===== config.mk =====
export PLATFORM = sky130hd
export DESIGN_NAME = exc_pipe
export DESIGN_NICKNAME = d
export VERILOG_FILES = /design/src/rtl/exc_pkg.sv /design/src/rtl/exc_inject.sv /design/src/rtl/exc_stage.sv /design/src/rtl/exc_commit.sv /design/src/rtl/exc_pipe.sv
export SDC_FILE = /design/constraint.sdc
export NUM_CORES = 1
export LEC_CHECK = 0
export BUFFER_PORTS_ARGS = -buffer_cell sky130_fd_sc_hd__buf_2
export CAP_MARGIN = 10
export CELL_PAD_IN_SITES_DETAIL_PLACEMENT = 0
export CELL_PAD_IN_SITES_GLOBAL_PLACEMENT = 2
export CORE_ASPECT_RATIO = 1.4
export CORE_MARGIN = 2
export CORE_UTILIZATION = 32
export DETAILED_ROUTE_END_ITERATION = 8
export PLACE_DENSITY = 0.87
export SYNTH_ARGS = -nofsm -noshare
export SYNTH_HDL_FRONTEND = slang
export SYNTH_SLANG_ARGS = --single-unit

===== constraint.sdc =====
create_clock -name clk -period 1.98 [get_ports clk]
set_clock_uncertainty 0.1 [all_clocks]
set_input_delay 0.099 -clock clk [delete_from_list [all_inputs] [get_ports clk]]
set_output_delay 0.099 -clock clk [all_outputs]
set_load 0.01 [all_outputs]

===== src/rtl/exc_pkg.sv =====
package exc_pkg;

    typedef enum logic [2:0] {
        C_NONE = 3'd0,
        C_ITLB = 3'd1,
        C_ILL  = 3'd2,
        C_OVF  = 3'd3,
        C_DTLB = 3'd4,
        C_IRQ  = 3'd5
    } cause_e;

    typedef struct packed {
        logic   valid;
        cause_e cause;
    } slot_st_t;

    localparam int N_STAGE_REGS = 4;

    // fault code detected by the logic that reads stage register i
    function automatic cause_e stage_code(input int idx);
        case (idx)
            0:       return C_ILL;
            1:       return C_OVF;
            2:       return C_DTLB;
            default: return C_NONE;
        endcase
    endfunction

    // first recorded cause wins
    function automatic cause_e merge_cause(input cause_e cur, input logic hit, input cause_e code);
        return (cur == C_NONE && hit) ? code : cur;
    endfunction

endpackage


===== src/rtl/exc_inject.sv =====
module exc_inject
    import exc_pkg::*;
#(
    parameter int PC_W = 32
) (
    input  logic            take,
    input  logic            irq,
    input  logic            irq_busy,
    input  logic            fetch_valid,
    input  logic            itlb_fault,
    input  logic [PC_W-1:0] fetch_pc,
    output slot_st_t        slot_st,
    output logic [PC_W-1:0] slot_pc
);
    always_comb begin
        slot_pc = fetch_pc;
        slot_st = '0;
        if (take) begin
            slot_st = '0;
        end else if (irq && !irq_busy) begin
            slot_st.valid = 1'b1;
            slot_st.cause = C_IRQ;
        end else if (fetch_valid) begin
            slot_st.valid = 1'b1;
            slot_st.cause = itlb_fault ? C_ITLB : C_NONE;
        end
    end
endmodule


===== src/rtl/exc_stage.sv =====
module exc_stage
    import exc_pkg::*;
#(
    parameter int     PC_W = 32,
    parameter cause_e CODE = C_NONE
) (
    input  logic            clk,
    input  logic            rst,
    input  logic            flush,
    input  slot_st_t        in_st,
    input  logic [PC_W-1:0] in_pc,
    input  logic            fault,
    output slot_st_t        raw_st,
    output slot_st_t        tag_st,
    output logic [PC_W-1:0] pc_q
);
    slot_st_t st_q;

    always_ff @(posedge clk) begin
        if (rst || flush) begin
            st_q <= '0;
            pc_q <= '0;
        end else begin
            st_q <= in_st;
            pc_q <= in_pc;
        end
    end

    always_comb begin
        raw_st       = st_q;
        tag_st       = st_q;
        if (st_q.valid)
            tag_st.cause = merge_cause(st_q.cause, fault, CODE);
    end
endmodule


===== src/rtl/exc_commit.sv =====
module exc_commit
    import exc_pkg::*;
#(
    parameter int              PC_W   = 32,
    parameter logic [PC_W-1:0] VECTOR = '0
) (
    input  logic            clk,
    input  logic            rst,
    input  slot_st_t        wb_st,
    input  logic [PC_W-1:0] wb_slot_pc,
    output logic            take,
    output logic            commit,
    output logic [PC_W-1:0] vector,
    output logic [PC_W-1:0] epc_q,
    output logic [2:0]      cause_q
);
    assign take   = wb_st.valid && (wb_st.cause != C_NONE);
    assign commit = wb_st.valid && (wb_st.cause == C_NONE);
    assign vector = VECTOR;

    always_ff @(posedge clk) begin
        if (rst) begin
            epc_q   <= '0;
            cause_q <= '0;
        end else if (take) begin
            epc_q   <= wb_slot_pc;
            cause_q <= wb_st.cause;
        end
    end
endmodule


===== src/rtl/exc_pipe.sv =====
module exc_pipe
    import exc_pkg::*;
#(
    parameter int              PC_W   = 32,
    parameter logic [PC_W-1:0] VECTOR = 32'h0000_0080
) (
    input  logic            clk,
    input  logic            rst,
    input  logic            fetch_valid,
    input  logic [PC_W-1:0] fetch_pc,
    input  logic            itlb_fault,
    input  logic            irq,
    input  logic            id_illegal,
    input  logic            ex_ovf,
    input  logic            mem_dtlb,
    input  logic            mem_is_store,
    output logic            exc_take,
    output logic [PC_W-1:0] exc_vector,
    output logic [PC_W-1:0] epc,
    output logic [2:0]      exc_cause,
    output logic            wb_commit,
    output logic [PC_W-1:0] wb_pc,
    output logic            mem_store_en
);
    localparam int NS     = N_STAGE_REGS;
    localparam int MEM_IX = NS - 2;
    localparam int WB_IX  = NS - 1;

    slot_st_t          inj_st;
    logic [PC_W-1:0]   inj_pc;
    slot_st_t          st_in  [NS];
    logic [PC_W-1:0]   pc_in  [NS];
    slot_st_t          st_raw [NS];
    slot_st_t          st_tag [NS];
    logic [PC_W-1:0]   st_pc  [NS];
    logic [NS-1:0]     faults;
    logic [NS-1:0]     irq_here;
    logic              irq_busy;

    assign faults = {1'b0, mem_dtlb, ex_ovf, id_illegal};

    exc_inject #(.PC_W(PC_W)) u_inject (
        .take        (exc_take),
        .irq         (irq),
        .irq_busy    (irq_busy),
        .fetch_valid (fetch_valid),
        .itlb_fault  (itlb_fault),
        .fetch_pc    (fetch_pc),
        .slot_st     (inj_st),
        .slot_pc     (inj_pc)
    );

    for (genvar i = 0; i < NS; i++) begin : g_stage
        if (i == 0) begin : g_head
            assign st_in[i] = inj_st;
            assign pc_in[i] = inj_pc;
        end else begin : g_link
            assign st_in[i] = st_tag[i-1];
            assign pc_in[i] = st_pc[i-1];
        end

        exc_stage #(.PC_W(PC_W), .CODE(stage_code(i))) u_stage (
            .clk    (clk),
            .rst    (rst),
            .flush  (exc_take),
            .in_st  (st_in[i]),
            .in_pc  (pc_in[i]),
            .fault  (faults[i]),
            .raw_st (st_raw[i]),
            .tag_st (st_tag[i]),
            .pc_q   (st_pc[i])
        );

        assign irq_here[i] = st_raw[i].valid && (st_raw[i].cause == C_IRQ);
    end

    assign irq_busy = |irq_here;

    exc_commit #(.PC_W(PC_W), .VECTOR(VECTOR)) u_commit (
        .clk        (clk),
        .rst        (rst),
        .wb_st      (st_raw[WB_IX]),
        .wb_slot_pc (st_pc[WB_IX]),
        .take       (exc_take),
        .commit     (wb_commit),
        .vector     (exc_vector),
        .epc_q      (epc),
        .cause_q    (exc_cause)
    );

    assign wb_pc        = st_pc[WB_IX];
    assign mem_store_en = mem_is_store && st_tag[MEM_IX].valid &&
                          (st_tag[MEM_IX].cause == C_NONE) && !exc_take;
endmodule


# == Yosys cells after proc, flatten, opt, wreduce, memory -nomap -nowiden ==
# Index checks and enable logic that the tools add are counted.
# op_classes
eq_ne,4
mux,9
n_bitwise,1
n_reduce_logical,25
# op_table
cell,count
$mux W3,6
$logic_not A3 Y1,5
$logic_and A1 B1 Y1,13
$eq A3 B3 Y1 const B,4
$mux W4,2
$reduce_or A4 Y1,2
$reduce_bool A3 Y1,1
$logic_not A1 Y1,2
$reduce_or A2 Y1,1
$logic_or A1 B1 Y1,1
$mux W1,1
$not A1 Y1,1
# totals
register_bits,179
in_bits,41
word_cells,54

# == Depth between registers and ports, before layout ==
# Gate-level depths: netlist of run 1.
# logic_depth
ltp_word,7
depth_mapped,6

# == Modules after synthesis ==
# Synthesis of run 1 repeated with hierarchy kept, for this count alone.
# hier_totals
hier_cells,562
hier_area_um2,6214.7
# modules_own_cells
mod,instances,cells_per_inst,area_per_inst_um2
exc_stage (g_stage[0].u_stage ...),2,81,1018.5
exc_commit,1,187,1519.0
exc_stage (g_stage[3].u_stage),1,84,1249.9
exc_stage (g_stage[1].u_stage),1,81,1057.3
exc_inject,1,40,294.0
exc_pipe,1,8,57.6

# == Least setup slack after synthesis of run 1 ==
# Ideal clock, no wire load.
# synth_path
path_kind,register to register
start,reg g_stage[3].u_stage.st_q (netlist bit g_stage[3].u_stage.raw_st[2])
end,reg g_stage[1].u_stage.pc_q[0]
arrival_time_ns,1.359
setup_slack_ns,0.462
path_stages_with_launch,7
cell_sequence,dfxtp_1 o31ai_4 inv_2 nor2_4 buf_6 buf_4 and2_1
# synth_between
elab_chain_cells,3
# synth_rtl
element,line_no,rtl
"start, declared",exc_stage.sv:17,slot_st_t st_q;
"start signal, assigned",exc_stage.sv:24,st_q <= in_st;
$reduce_bool A3 Y1,exc_commit.sv:17,assign take = wb_st.valid && (wb_st.cause != C_NONE);
$logic_and A1 B1 Y1,exc_commit.sv:17,
$logic_or A1 B1 Y1,exc_stage.sv:20,if (rst || flush) begin
"end signal, assigned",exc_stage.sv:25,pc_q <= in_pc;
"end, declared",exc_stage.sv:15,output logic [PC_W-1:0] pc_q
# No other way between the ends.
# A chain may end at the register's enable or synchronous reset.

# == Worst setup path in the final report of run 1 ==
# layout_path
start,reg g_stage[3].u_stage.st_q (netlist bit g_stage[3].u_stage.raw_st[2])
end,out mem_store_en
# layout_between
elab_chain_cells,4
# layout_rtl
element,line_no,rtl
$reduce_bool A3 Y1,exc_commit.sv:17,
$logic_and A1 B1 Y1,exc_commit.sv:17,
$logic_not A1 Y1,exc_pipe.sv:93,(st_tag[MEM_IX].cause == C_NONE) && !exc_take;
$logic_and A1 B1 Y1,exc_pipe.sv:93,
"end, declared",exc_pipe.sv:23,output logic mem_store_en
# No other way between the ends.

==> flow_metrics.env, run 1 <==
export IMPL_outcome="finished, final reports clean"
export IMPL_cts_sinks=178
export IMPL_first_global_vias=3107
export IMPL_grt_util_met1_pct=12.9
export IMPL_drc=0
export IMPL_initial_antenna_violation_count=0
export IMPL_yosysSeqAreaShare_pct=65.8
export IMPL_cap_viol_max_count=0
export IMPL_routabilityCongestion=0.709
export IMPL_floorplan_die_height_um=158
export IMPL_n_antenna_cell=0
export IMPL_io_pins=143
export IMPL_grt_overflow_total=0
export IMPL_period_minus_slack_ns=1.84
export IMPL_number_of_endpoints_with_negative_hold_slack_in_the_final_report=0
export IMPL_start_kind="flip-flop"
export IMPL_nets=688
export IMPL_clk_insertion_delay_late_ns=0.41
export IMPL_finalSetupTns_ns=0
export IMPL_worstPathMaxFanout=35
export IMPL_num_fill_cells=1649
export IMPL_final_setup_viol_count=0
export IMPL_grtUsageMet2_pct=16.1
export IMPL_globalRoute_busiestLayer="met2"
export IMPL_synthesized_area_divided_by_synthesized_cell_count_um2=10.8
export IMPL_drt_iter0_drc=173
export IMPL_netlist_instances=500
export IMPL_timing_rr_start="g_stage[3].u_stage.raw_st[2]$_SDFF_PP0_"
export IMPL_worst_setup_path_start="g_stage[3].u_stage.raw_st[2]$_SDFF_PP0_"
export IMPL_dieArea_um2=18000
export IMPL_ir_worst_vdd_v=0.000543
export IMPL_grt_start_max_net_pins=101
export IMPL_postCtsSetupRepairBufs=0
export IMPL_std_cell_rows=56
export IMPL_cts_inserted_buffers=17
export IMPL_numPortBuffers=110
export IMPL_detailroute_via_count=3381
export IMPL_tritoncts="done"
export IMPL_p_per_area_nw_per_um2=1030
export IMPL_grt_setup_unrepaired="no"
export IMPL_cp_required_ns=1.78
export IMPL_routed_wire_length_per_instance_um=10.9
export IMPL_synthToLayoutAreaGrowth_pct=29.4
export IMPL_htree_levels=4
export IMPL_timing_reg2reg_setup_slack_ns=0.16
export IMPL_clock_fmax_mhz=543
export IMPL_cts_root_buf="sky130_fd_sc_hd__clkbuf_16"
export IMPL_share_of_cells_above_drive_strength_1_pct=22.6
export IMPL_vias_per_cell=3.92
export IMPL_synth_cell_area_um2=5410
export IMPL_worst_setup_hold_path_clk_slew_ns=0.07
export IMPL_synthesis_yosys_warnings=0
export IMPL_crit_arrival_ns=1.64
export IMPL_first_pass_iters=4
export IMPL_period_share_pct=93.0
export IMPL_floorplan_initialDensity_pct=32.5
export IMPL_global_route_wire_length_before_repair_um=14800
export IMPL_timing_max_transition_violations_final=0
export IMPL_yosys_register_bits=178
export IMPL_grt_use_total_pct=10.3
export IMPL_hold_path_class="primary input to flip-flop"
export IMPL_cts_buffer_depth=2
export IMPL_die_width_um=114
export IMPL_power_leakage_nw=3.10
export IMPL_synth_cell_types=26
export IMPL_fin_worst_hold_slack_ns=0.315
export IMPL_worstSetupPathType="flip-flop to primary output"
export IMPL_finalWirelength_um=9450
export IMPL_gr_usage_met3_pct=2.37
export IMPL_end_kind="primary output"
export IMPL_fp_coreArea_um2=16700
export IMPL_detail_route_antenna_nets=0
export IMPL_place_hpwl_um=6340
export IMPL_hp_start="fetch_pc[12]"
-- metal layers --
metal | vias to the layer above | wire [um]
met4 | 0 | 298
met3 | 23 | 434
met2 | 102 | 4360
met5 | - | 0
li1 | 1785 | -
met1 | 1471 | 4350
-- registers in the layout (all words and copies together) (netlist names) --
name and flops:
g_stage.u_stage.pc_q 128, g_stage.u_stage.raw_st 15, u_commit.cause_q 3, u_commit.epc_q 32
-- path summary, 6_finish.rpt --
kind,to,cells past startpoint
min,g_stage[0].u_stage.pc_q[12]$_SDFF_PP0_,3
min reg2reg,g_stage[1].u_stage.pc_q[25]$_SDFF_PP0_,1
max reg2reg,g_stage[3].u_stage.raw_st[2]$_SDFF_PP0_,5
max,mem_store_en,5
-- kinds of logic after synthesis --
| family | Yosys count | synth area share, % |
|---|---|---|
| AOI/OAI and AO/OA | 41 | 4.46 |
| other | 2 | 0.139 |
| buffers and inverters | 58 | 6.91 |
| and+or+nand+nor | 221 | 22.7 |
| DFF | 178 | 65.8 |
-- where the power goes --
| group | switching (mW) | internal, mW | total (mW) |
|---|---|---|---|
| combinational | 0.137 | 0.149 | 0.286 |
| clock | 1.42 | 1.82 | 3.24 |
| sequential | 0.0334 | 3.69 | 3.72 |
| total | 1.59 | 5.65 | 7.24 |
-- per-stage QoR --
step	std cells	area (um^2)	setup slack, ns	utilization [%]	power (mW)
after global routing	863	7000	0.0396	42.0	7.53
after detailed placement	791	6010	0.394	36.0	4.03
final	863	7000	0.138	42.0	7.24
after floorplan	530	5530	0.462	-	3.99
after global placement	791	6010	0.509	36.0	4.02
after CTS	863	7000	0.0515	42.0	7.34
-- final cells by class --
class	count	area (um^2)	area share, %
sequential	178	3560	50.9
multi-input combinational	294	1590	22.7
timing repair buffer	155	1000	14.3
clock buffer	19	443	6.32
tap	203	254	3.63
clock inverter	13	145	2.07
inverter	1	3.75	0.0536
-- synthesized netlist by cell type --
cell	count	area share, %
sky130_fd_sc_hd__and4_1	1	0.16
sky130_fd_sc_hd__dfxtp_1	178	66
sky130_fd_sc_hd__nor3_1	1	0.092
sky130_fd_sc_hd__buf_2	1	0.092
sky130_fd_sc_hd__inv_2	1	0.069
sky130_fd_sc_hd__nor4b_1	1	0.16
sky130_fd_sc_hd__nand3_1	3	0.28
sky130_fd_sc_hd__buf_6	1	0.21
sky130_fd_sc_hd__a21oi_1	33	3.1
sky130_fd_sc_hd__nand3b_1	1	0.14
sky130_fd_sc_hd__conb_1	2	0.14
sky130_fd_sc_hd__nor2b_1	1	0.12
sky130_fd_sc_hd__o31ai_4	1	0.39
sky130_fd_sc_hd__nand2_1	64	4.4
sky130_fd_sc_hd__o21ai_0	1	0.092
sky130_fd_sc_hd__o21a_1	2	0.28
sky130_fd_sc_hd__and2_1	136	16
sky130_fd_sc_hd__a22o_1	3	0.49
sky130_fd_sc_hd__clkbuf_2	1	0.092
sky130_fd_sc_hd__buf_4	39	5.4
sky130_fd_sc_hd__nor3b_1	1	0.14
sky130_fd_sc_hd__nor2_4	1	0.21
sky130_fd_sc_hd__nand4b_1	5	0.81
sky130_fd_sc_hd__nor2_1	6	0.42
sky130_fd_sc_hd__clkbuf_1	15	1.0
sky130_fd_sc_hd__o2bb2ai_1	1	0.16
-- what timing repair did --
item                                    4_1_cts  5_1_grt
endpoints found under the hold margin        47        0
hold buffers                                 40        0
endpoints found under the setup margin        0        2
resized for setup                             0        1
-- placed cells by master (no fill, tap or decap) --
| cell type | instances |
|---|---|
| sky130_fd_sc_hd__inv_2 | 1 |
| sky130_fd_sc_hd__and4_1 | 1 |
| sky130_fd_sc_hd__buf_12 | 1 |
| sky130_fd_sc_hd__clkbuf_1 | 1 |
| sky130_fd_sc_hd__nor4b_1 | 1 |
| sky130_fd_sc_hd__inv_8 | 3 |
| sky130_fd_sc_hd__nand4b_1 | 5 |
| sky130_fd_sc_hd__clkinvlp_4 | 4 |
| sky130_fd_sc_hd__o31ai_4 | 1 |
| sky130_fd_sc_hd__inv_6 | 3 |
| sky130_fd_sc_hd__dlygate4sd3_1 | 40 |
| sky130_fd_sc_hd__nor2_1 | 6 |
| sky130_fd_sc_hd__nand3b_1 | 1 |
| sky130_fd_sc_hd__o21ai_0 | 1 |
| sky130_fd_sc_hd__clkbuf_8 | 1 |
| sky130_fd_sc_hd__nand2_1 | 64 |
| sky130_fd_sc_hd__conb_1 | 32 |
| sky130_fd_sc_hd__and2_1 | 136 |
| sky130_fd_sc_hd__bufinv_16 | 1 |
| sky130_fd_sc_hd__nor2b_1 | 1 |
| sky130_fd_sc_hd__dfxtp_1 | 178 |
| sky130_fd_sc_hd__o2bb2ai_1 | 1 |
| sky130_fd_sc_hd__clkinv_8 | 1 |
| sky130_fd_sc_hd__o21a_1 | 2 |
| sky130_fd_sc_hd__a22o_1 | 3 |
| sky130_fd_sc_hd__nor3b_1 | 1 |
| sky130_fd_sc_hd__nand3_1 | 3 |
| sky130_fd_sc_hd__clkinv_4 | 1 |
| sky130_fd_sc_hd__nor3_1 | 1 |
| sky130_fd_sc_hd__clkbuf_16 | 17 |
| sky130_fd_sc_hd__nor2_4 | 1 |
| sky130_fd_sc_hd__buf_6 | 1 |
| sky130_fd_sc_hd__buf_2 | 110 |
| sky130_fd_sc_hd__buf_4 | 3 |
| sky130_fd_sc_hd__a21oi_1 | 33 |
-- critical path, stage by stage, from the launching register on --
cell,delay [ns]
sky130_fd_sc_hd__dfxtp_1,0.36
sky130_fd_sc_hd__o31ai_4,0.28
sky130_fd_sc_hd__inv_2,0.09
sky130_fd_sc_hd__buf_6,0.20
sky130_fd_sc_hd__nor2_1,0.15
sky130_fd_sc_hd__buf_2,0.15
Power figures use the tool's default switching activity.
==> run 2: changes to the inputs <==
--- a/config.mk
+++ b/config.mk
@@ -5,7 +5,7 @@
 export SDC_FILE = /design/constraint.sdc
 export NUM_CORES = 1
 export LEC_CHECK = 0
-export BUFFER_PORTS_ARGS = -buffer_cell sky130_fd_sc_hd__buf_2
+export BUFFER_PORTS_ARGS = -buffer_cell sky130_fd_sc_hd__buf_4
 export CAP_MARGIN = 10
 export CELL_PAD_IN_SITES_DETAIL_PLACEMENT = 0
 export CELL_PAD_IN_SITES_GLOBAL_PLACEMENT = 2
==> run 2 against run 1 <==
Global-route usage rose by 0.32 points. Sequential power about the same. Total power about the same. Clock power is essentially flat. Final cell count down 0.23%. Die area did not move. Core utilization is 1.5 points higher. First-iteration DRC count grew 12%. Fmax fell by 1.0%. Sequential share of layout area down 1.8 points. Via count is 0.50% lower. Combinational power rose by 8.7%. Critical path type unchanged. Critical endpoint unchanged. Highest routed layer unchanged.
==> flow_metrics.env, run 2 (synthesis gave the netlist of run 1 again) <==
export IMPL_largest_register_ff_count=128
export IMPL_routabilityCongestion=0.717
export IMPL_clock_fmax_mhz=537
export IMPL_first_global_vias=3202
export IMPL_htree_levels=4
export IMPL_grt_overflow_total=0
export IMPL_first_pass_iters=4
export IMPL_end_kind="primary output"
export IMPL_worstSetupPathType="flip-flop to primary output"
export IMPL_cts_repair_resize_count=0
export IMPL_hold_path_class="flip-flop to flip-flop"
export IMPL_cts_buffer_depth=2
export IMPL_cap_viol_max_count=0
export IMPL_most_common_cell_after_layout_fill_and_taps_aside="sky130_fd_sc_hd__dfxtp_1"
export IMPL_finalWirelength_um=9400
export IMPL_global_route_wire_length_before_repair_um=15200
export IMPL_detailroute_via_count=3364
export IMPL_worst_setup_hold_path_clk_slew_ns=0.07
export IMPL_cp_required_ns=1.78
export IMPL_std_cell_rows=56
export IMPL_place_hpwl_um=6430
export IMPL_share_of_cells_above_drive_strength_1_pct=22.6
export IMPL_max_flop_register="g_stage.u_stage.pc_q"
export IMPL_cts_root_buf="sky130_fd_sc_hd__clkbuf_16"
export IMPL_period_minus_slack_ns=1.86
export IMPL_synthToLayoutAreaGrowth_pct=34.0
export IMPL_start_kind="flip-flop"
export IMPL_grt_use_total_pct=10.6
export IMPL_die_width_um=114
export IMPL_cts_sinks=178
export IMPL_detail_route_antenna_nets=0
export IMPL_crit_arrival_ns=1.66
export IMPL_io_pins=143
export IMPL_drc=0
export IMPL_floorplan_initialDensity_pct=32.5
export IMPL_floorplan_die_height_um=158
export IMPL_routed_wire_length_per_instance_um=10.9
export IMPL_worstPathMaxFanout=35
export IMPL_dieArea_um2=18000
export IMPL_ir_worst_vdd_v=0.000502
export IMPL_fin_worst_hold_slack_ns=0.325
export IMPL_final_setup_worst_slack_ns=0.119
export IMPL_initial_antenna_violation_count=0
export IMPL_grt_setup_unrepaired="no"
export IMPL_numPortBuffers=110
export IMPL_finalSetupTns_ns=0
export IMPL_period_share_pct=94.0
export IMPL_clk_insertion_delay_late_ns=0.41
export IMPL_fp_coreArea_um2=16700
export IMPL_num_fill_cells=1605
export IMPL_cts_inserted_buffers=17
export IMPL_n_antenna_cell=0
export IMPL_place_worst_setup_slack_ns=0.417
export IMPL_timing_max_transition_violations_final=0
export IMPL_p_per_area_nw_per_um2=999
export IMPL_grt_start_max_net_pins=101
export IMPL_tritoncts="done"
export IMPL_power_leakage_nw=3.12
export IMPL_nets=686
export IMPL_drt_iter0_drc=193
export IMPL_number_of_endpoints_with_negative_hold_slack_in_the_final_report=0
export IMPL_vias_per_cell=3.91
export IMPL_outcome="finished, final reports clean"
export IMPL_final_setup_viol_count=0
export IMPL_layout_cells_most_common_list="sky130_fd_sc_hd__dfxtp_1, sky130_fd_sc_hd__and2_1, sky130_fd_sc_hd__buf_4, sky130_fd_sc_hd__nand2_1, sky130_fd_sc_hd__dlygate4sd3_1"
[run 2: layer usage]
metal | track usage, % | up-vias | share of wire (%)
li1 | - | 1787 | -
met1 | 13.1 | 1473 | 45
met2 | 17.2 | 96 | 49
met3 | 2.91 | 8 | 4.6
met4 | 4.94 | 0 | 1.4
met5 | 0 | - | 0
[run 2: layout make-up]
cell class / instances / area, um^2 / area share [%]
timing repair buffer: 153 / 1260 / 17.4
multi-input combinational: 294 / 1590 / 21.9
inverter: 1 / 3.75 / 0.0518
clock buffer: 18 / 439 / 6.05
tap: 203 / 254 / 3.50
sequential: 178 / 3560 / 49.1
clock inverter: 14 / 145 / 2.00
[run 2: timing repair]
item / 4_1_cts / 5_1_grt
hold endpoints to repair: 49 / 0
buffers inserted: 0 / 0
hold buffers: 39 / 0
[run 2: worst paths after layout]
kind                            slack (ns)  depth (start not counted)                                     from                                      end
worst min-delay path                  0.32                          1   g_stage[1].u_stage.pc_q[27]$_SDFF_PP0_   g_stage[2].u_stage.pc_q[27]$_SDFF_PP0_
worst max register to register        0.43                          5  g_stage[3].u_stage.raw_st[2]$_SDFF_PP0_  g_stage[1].u_stage.raw_st[1]$_SDFF_PP0_
worst min register to register        0.32                          1   g_stage[1].u_stage.pc_q[27]$_SDFF_PP0_   g_stage[2].u_stage.pc_q[27]$_SDFF_PP0_
worst max-delay path                  0.12                          5  g_stage[3].u_stage.raw_st[2]$_SDFF_PP0_                             mem_store_en
[run 2: metrics by stage]
stage | area [um^2] | power, mW | std cells | utilization [%]
4_1_cts | 7250 | 7.36 | 861 | 43.5
6_report | 7250 | 7.25 | 861 | 43.5
5_1_grt | 7250 | 7.55 | 861 | 43.5
3_3_place_gp | 6280 | 4.05 | 790 | 37.7
2_1_floorplan | 5530 | 3.99 | 530 | -
3_5_place_dp | 6280 | 4.06 | 790 | 37.7
[run 2: critical path, cell delays in order (launching register included)]
cell                      delay [ns]
sky130_fd_sc_hd__dfxtp_1        0.36
sky130_fd_sc_hd__o31ai_4        0.28
sky130_fd_sc_hd__inv_2          0.08
sky130_fd_sc_hd__buf_4          0.25
sky130_fd_sc_hd__nor2_1         0.15
sky130_fd_sc_hd__buf_4          0.14
[run 2: where the power goes]
| group | internal [mW] | switching, mW |
|---|---|---|
| clock | 1.81 | 1.41 |
| combinational | 0.175 | 0.136 |
| sequential | 3.69 | 0.0338 |
| total | 5.67 | 1.58 |
